$ cat config.mk
export PLATFORM = sky130hd
export DESIGN_NAME = mag_compare
export DESIGN_NICKNAME = d
export VERILOG_FILES = /design/src/rtl/mag_compare_pkg.sv /design/src/rtl/mag_compare_pg.sv /design/src/rtl/mag_compare_stage.sv /design/src/rtl/mag_compare_decide.sv /design/src/rtl/mag_compare.sv
export SDC_FILE = /design/constraint.sdc
export NUM_CORES = 1
export LEC_CHECK = 0
export BUFFER_PORTS_ARGS = -buffer_cell sky130_fd_sc_hd__buf_2
export CORE_MARGIN = 4
export CORE_UTILIZATION = 53
export DETAILED_ROUTE_END_ITERATION = 10
export PLACE_DENSITY = 0.85
export SETUP_SLACK_MARGIN = 0.3
export SLEW_MARGIN = 5
export SYNTH_ARGS = -nofsm -noshare
export SYNTH_HDL_FRONTEND = slang
export SYNTH_SLANG_ARGS = --single-unit
$ cat constraint.sdc
create_clock -name vclk -period 5.4
set_input_delay 0.81 -clock vclk [all_inputs]
set_output_delay 0.81 -clock vclk [all_outputs]
set_load 0.02 [all_outputs]
$ cat src/rtl/mag_compare_pkg.sv
package mag_compare_pkg;

    typedef enum logic {
        ORDER_UNSIGNED = 1'b0,
        ORDER_SIGNED   = 1'b1
    } order_mode_e;

    typedef struct packed {
        logic zero;
        logic neg;
        logic ovf;
        logic cout;
    } sub_flags_t;

    typedef struct packed {
        logic gt;
        logic lt;
        logic eq;
    } relation_t;

endpackage

$ cat src/rtl/mag_compare_pg.sv
module mag_compare_pg #(
    parameter int WIDTH = 16
) (
    input  logic [WIDTH-1:0] x_i,
    input  logic [WIDTH-1:0] y_i,
    output logic [WIDTH-1:0] gen_o,
    output logic [WIDTH-1:0] prop_o
);
    // Bit generate and propagate, with the forced carry-in folded into bit 0.
    logic [WIDTH-1:0] gen_d;
    logic [WIDTH-1:0] prop_d;

    always_comb begin
        prop_d = x_i ^ y_i;
        gen_d  = x_i & y_i;
        gen_d[0] = gen_d[0] | prop_d[0];
    end

    assign gen_o  = gen_d;
    assign prop_o = prop_d;
endmodule

$ cat src/rtl/mag_compare_stage.sv
module mag_compare_stage #(
    parameter int WIDTH = 16,
    parameter int DIST  = 1
) (
    input  logic [WIDTH-1:0] g_i,
    input  logic [WIDTH-1:0] p_i,
    output logic [WIDTH-1:0] g_o,
    output logic [WIDTH-1:0] p_o
);
    // One Kogge-Stone level: every position combines with the one DIST below.
    for (genvar i = 0; i < WIDTH; i++) begin : g_bit
        if (i >= DIST) begin : g_black
            assign g_o[i] = g_i[i] | (p_i[i] & g_i[i-DIST]);
            assign p_o[i] = p_i[i] & p_i[i-DIST];
        end else begin : g_pass
            assign g_o[i] = g_i[i];
            assign p_o[i] = p_i[i];
        end
    end
endmodule

$ cat src/rtl/mag_compare_decide.sv
module mag_compare_decide
    import mag_compare_pkg::*;
#(
    parameter int WIDTH = 16
) (
    input  logic [WIDTH-1:0] diff_i,
    input  logic             cout_i,
    input  logic             a_msb_i,
    input  logic             b_msb_i,
    input  order_mode_e      mode_i,
    output relation_t        rel_o
);
    sub_flags_t flags_d;
    relation_t  rel_d;
    logic       a_bigger;

    always_comb begin
        flags_d.zero = ~|diff_i;
        flags_d.neg  = diff_i[WIDTH-1];
        flags_d.cout = cout_i;
        // B - A overflows when signs differ and the result sign leaves B's sign.
        flags_d.ovf  = (a_msb_i ^ b_msb_i) & (flags_d.neg ^ b_msb_i);

        if (mode_i == ORDER_SIGNED) a_bigger = flags_d.neg ^ flags_d.ovf;
        else                        a_bigger = ~flags_d.cout;

        rel_d.eq = flags_d.zero;
        rel_d.gt = a_bigger & ~flags_d.zero;
        rel_d.lt = ~rel_d.gt & ~rel_d.eq;
    end

    assign rel_o = rel_d;
endmodule

$ cat src/rtl/mag_compare.sv
module mag_compare
    import mag_compare_pkg::*;
#(
    parameter int WIDTH = 16
) (
    input  logic [WIDTH-1:0] a_i,
    input  logic [WIDTH-1:0] b_i,
    input  logic             signed_mode_i,
    output logic             agtb_o,
    output logic             altb_o,
    output logic             eq_o
);
    localparam int LEVELS = (WIDTH > 1) ? $clog2(WIDTH) : 1;

    logic [WIDTH-1:0] a_inv;
    logic [WIDTH-1:0] bit_g;
    logic [WIDTH-1:0] bit_p;
    logic [WIDTH-1:0] carry_in_d;
    logic [WIDTH-1:0] diff_d;
    logic [WIDTH-1:0] grp_g;
    logic [WIDTH-1:0] grp_p;
    relation_t        rel;

    assign a_inv = ~a_i;

    mag_compare_pg #(.WIDTH(WIDTH)) u_pg (
        .x_i    (b_i),
        .y_i    (a_inv),
        .gen_o  (bit_g),
        .prop_o (bit_p)
    );

    for (genvar l = 0; l < LEVELS; l++) begin : g_lvl
        logic [WIDTH-1:0] g_q;
        logic [WIDTH-1:0] p_q;
        if (l == 0) begin : g_first
            mag_compare_stage #(.WIDTH(WIDTH), .DIST(1)) u_stage (
                .g_i (bit_g), .p_i (bit_p), .g_o (g_q), .p_o (p_q)
            );
        end else begin : g_next
            mag_compare_stage #(.WIDTH(WIDTH), .DIST(1 << l)) u_stage (
                .g_i (g_lvl[l-1].g_q), .p_i (g_lvl[l-1].p_q), .g_o (g_q), .p_o (p_q)
            );
        end
    end

    assign grp_g = g_lvl[LEVELS-1].g_q;
    assign grp_p = g_lvl[LEVELS-1].p_q;

    // Carry into bit i is the group generate of bits i-1..0 (carry-in of 1 folded in).
    always_comb begin
        carry_in_d = {grp_g[WIDTH-2:0], 1'b1};
        diff_d     = bit_p ^ carry_in_d;
    end

    mag_compare_decide #(.WIDTH(WIDTH)) u_decide (
        .diff_i  (diff_d),
        .cout_i  (grp_g[WIDTH-1]),
        .a_msb_i (a_i[WIDTH-1]),
        .b_msb_i (b_i[WIDTH-1]),
        .mode_i  (order_mode_e'(signed_mode_i)),
        .rel_o   (rel)
    );

    assign agtb_o = rel.gt;
    assign altb_o = rel.lt;
    assign eq_o   = rel.eq;

    logic unused_p;
    assign unused_p = ^grp_p;
endmodule

==> results.sh <==
export IMPL_vdd_drop_max_uv=72.6
export IMPL_drc=0
export IMPL_required_ps=4590
export IMPL_clockPowerShare_pct=0
export IMPL_path_buf_inv=3
export IMPL_netlist_instances=137
export IMPL_slew_headroom_pct=64.3
export IMPL_vias_per_cell=5.96
export IMPL_p_int_uw=73.1
export IMPL_antenna_found_initial=0
export IMPL_power_density_mw_per_mm2=117
export IMPL_grt_remaining_overflow=0
export IMPL_setup_viol=0
export IMPL_fin_nets=231
export IMPL_status="finished clean"
export IMPL_io_buffers=36
export IMPL_synthTopCellsByCount="inv_1, ha_1, nor2_1"
export IMPL_worstHoldPathType="primary input to output port"
export IMPL_synthesis_nets=188
export IMPL_drt_wl_total_um=3240
export IMPL_dp_slack_ps=-112
export IMPL_yosysTopAreaCell="ha_1"
export IMPL_die_x_um=50.7
export IMPL_core_area_mm2=0.00173
export IMPL_endpoint_kind="output port"
export IMPL_maxCapViolCount=0
export IMPL_ant_nets=0
export IMPL_synth_most_common_cell="inv_1"
export IMPL_p_leak_uw=0.000656
export IMPL_ys_warn_count=0
export IMPL_min_period_ps=5120
export IMPL_hold_buffers=0
export IMPL_grt_max_degree=9
export IMPL_cp_cell_sequence="buf_6 -> inv_4 -> ha_4 -> and2_4 -> a22oi_2 -> and4_4 -> o31ai_4 -> a21o_1 -> a2111oi_4 -> a21oi_2 -> fa_1 -> a2111oi_4 -> nand4_1 -> a211oi_2 -> o2111ai_2 -> nor4b_2 -> a21oi_1 -> buf_4"
export IMPL_netlist_area_um2=965
export IMPL_dp_cells=200
export IMPL_startpoint_type="primary input"
export IMPL_netlist_area_leader_share_pct=20.8
export IMPL_drtPass1Iterations=4
export IMPL_yosysSeqAreaShare_pct=0
export IMPL_regArea_um2=0
export IMPL_grt_use_total_pct=21.0
export IMPL_crit_family="compound AO/OA/AOI/OAI gates"
export IMPL_final_cells=203
export IMPL_final_hold_viol_count=0
export IMPL_clkbuf_count=0
export IMPL_rows=15
export IMPL_synth_distinct_cells=45
export IMPL_place_hpwl_um=2170
export IMPL_power_uw=161
export IMPL_switchingPower_uw=87.7
export IMPL_drive_gt1_share_pct=38.2
export IMPL_grt_pass1_wl_um=4490
export IMPL_grt_pass1_vias=1100
export IMPL_power_frac_seq_pct=0
export IMPL_slew_viol_final=0
export IMPL_routedWlPerCell_um=16.0
export IMPL_postLayoutCoreUtil_pct=79.6
export IMPL_fmax_mhz=195
export IMPL_slowest_stage="fa_1"
export IMPL_cp_common_cell="a2111oi_4"
export IMPL_synthTopCellsByArea="ha_1, inv_1, a21oi_1, o21ai_0, nor2_1"
export IMPL_worstPathArrival_ps=4310
export IMPL_path_class="primary input to output port"
export IMPL_vias=1209
export IMPL_design_seq_count=0
export IMPL_die_height_um=50.7
export IMPL_worstMarginPinSlew_ps=522
export IMPL_combPwrFrac_pct=100.0
export IMPL_gp_congestion=0.886
export IMPL_dieArea_mm2=0.00257
export IMPL_area_delta_synth_final_pct=42.5
export IMPL_initial_core_util_pct=55.9
export IMPL_finalCritPeriodShare_pct=94.8
export IMPL_switching_share_pct=54.5
export IMPL_num_antenna_cells=0
export IMPL_layout_setup_ws_ps=281
export IMPL_avgSynthCellArea_um2=7.04
export IMPL_rsz0062_at_grt="yes"
export IMPL_slowest_delay_ps=480
export IMPL_cp_max_fo=7
export IMPL_io_pins=36
export IMPL_drt_iter0_drc=61
power by group through the flow:
| stage | registers (µW) | logic [µW] | clock network [µW] |
|---|---|---|---|
| after floorplan | 0 | 90.8 | 0 |
| after global placement | 0 | 122 | 0 |
| after detailed placement | 0 | 125 | 0 |
| after CTS | 0 | 139 | 0 |
| after global routing | 0 | 172 | 0 |
| final | 0 | 161 | 0 |
layer usage:
layer | vias up | GRT usage, % | share of wire [%]
met4 | 0 | 0.448 | 2.3
met3 | 10 | 0.297 | 6.3
li1 | 584 | - | -
met1 | 559 | 27.1 | 39
met5 | - | 0 | 0
met2 | 56 | 40.4 | 52
through the flow:
stage               instance area (µm²)  hold WS [ps]  TNS (ps)
floorplan                           965          1910         0
global placement                   1190          2150         0
detailed placement                 1190          2190      -305
CTS                                1280          2200         0
global route                       1380          2270         0
finish                             1380          2220         0
layout make-up:
| type | instances | area, µm² |
|---|---|---|
| repair buffers | 42 | 255 |
| well taps | 25 | 31.3 |
| multi-input cells | 112 | 993 |
| inverters | 24 | 95.1 |
| fillers | 116 | 352 |
final timing paths:
check	end	cells after the start	from	slack, ps
worst min-delay path	agtb_o	5	signed_mode_i	2220
worst max-delay path	agtb_o	18	a_i[4]	280
what timing repair did:
item | in CTS | in global routing
endpoints found under the hold margin | 0 | 0
gates resized for setup | 19 | 15
setup buffers | 1 | 2
setup endpoints to repair | 3 | 3
gates cloned | 0 | 0
pin swaps | 14 | 11
cells in the final DEF, fill, tap and decap left out, types with 3 or more instances in the layout:
master,netlist,layout
a21oi_1,10,9
buf_2,1,30
buf_4,0,8
buf_6,0,4
ha_1,16,12
ha_4,0,4
inv_1,24,21
nand2_1,6,6
nor2_1,12,12
o21ai_0,10,7
xnor2_1,3,3
logic make-up (layout without fill, tap and decap cells):
family	after synthesis	count (layout)	share of synthesized area (%)
AOI/OAI and AO/OA	47	47	34.5
and+or+nand+nor	41	41	25.2
buffers and inverters	25	66	9.86
adders and majority gates	18	18	24.9
xor gates and xnor gates	5	5	4.54
muxes	1	1	1.04
Power figures use the tool's default switching activity.
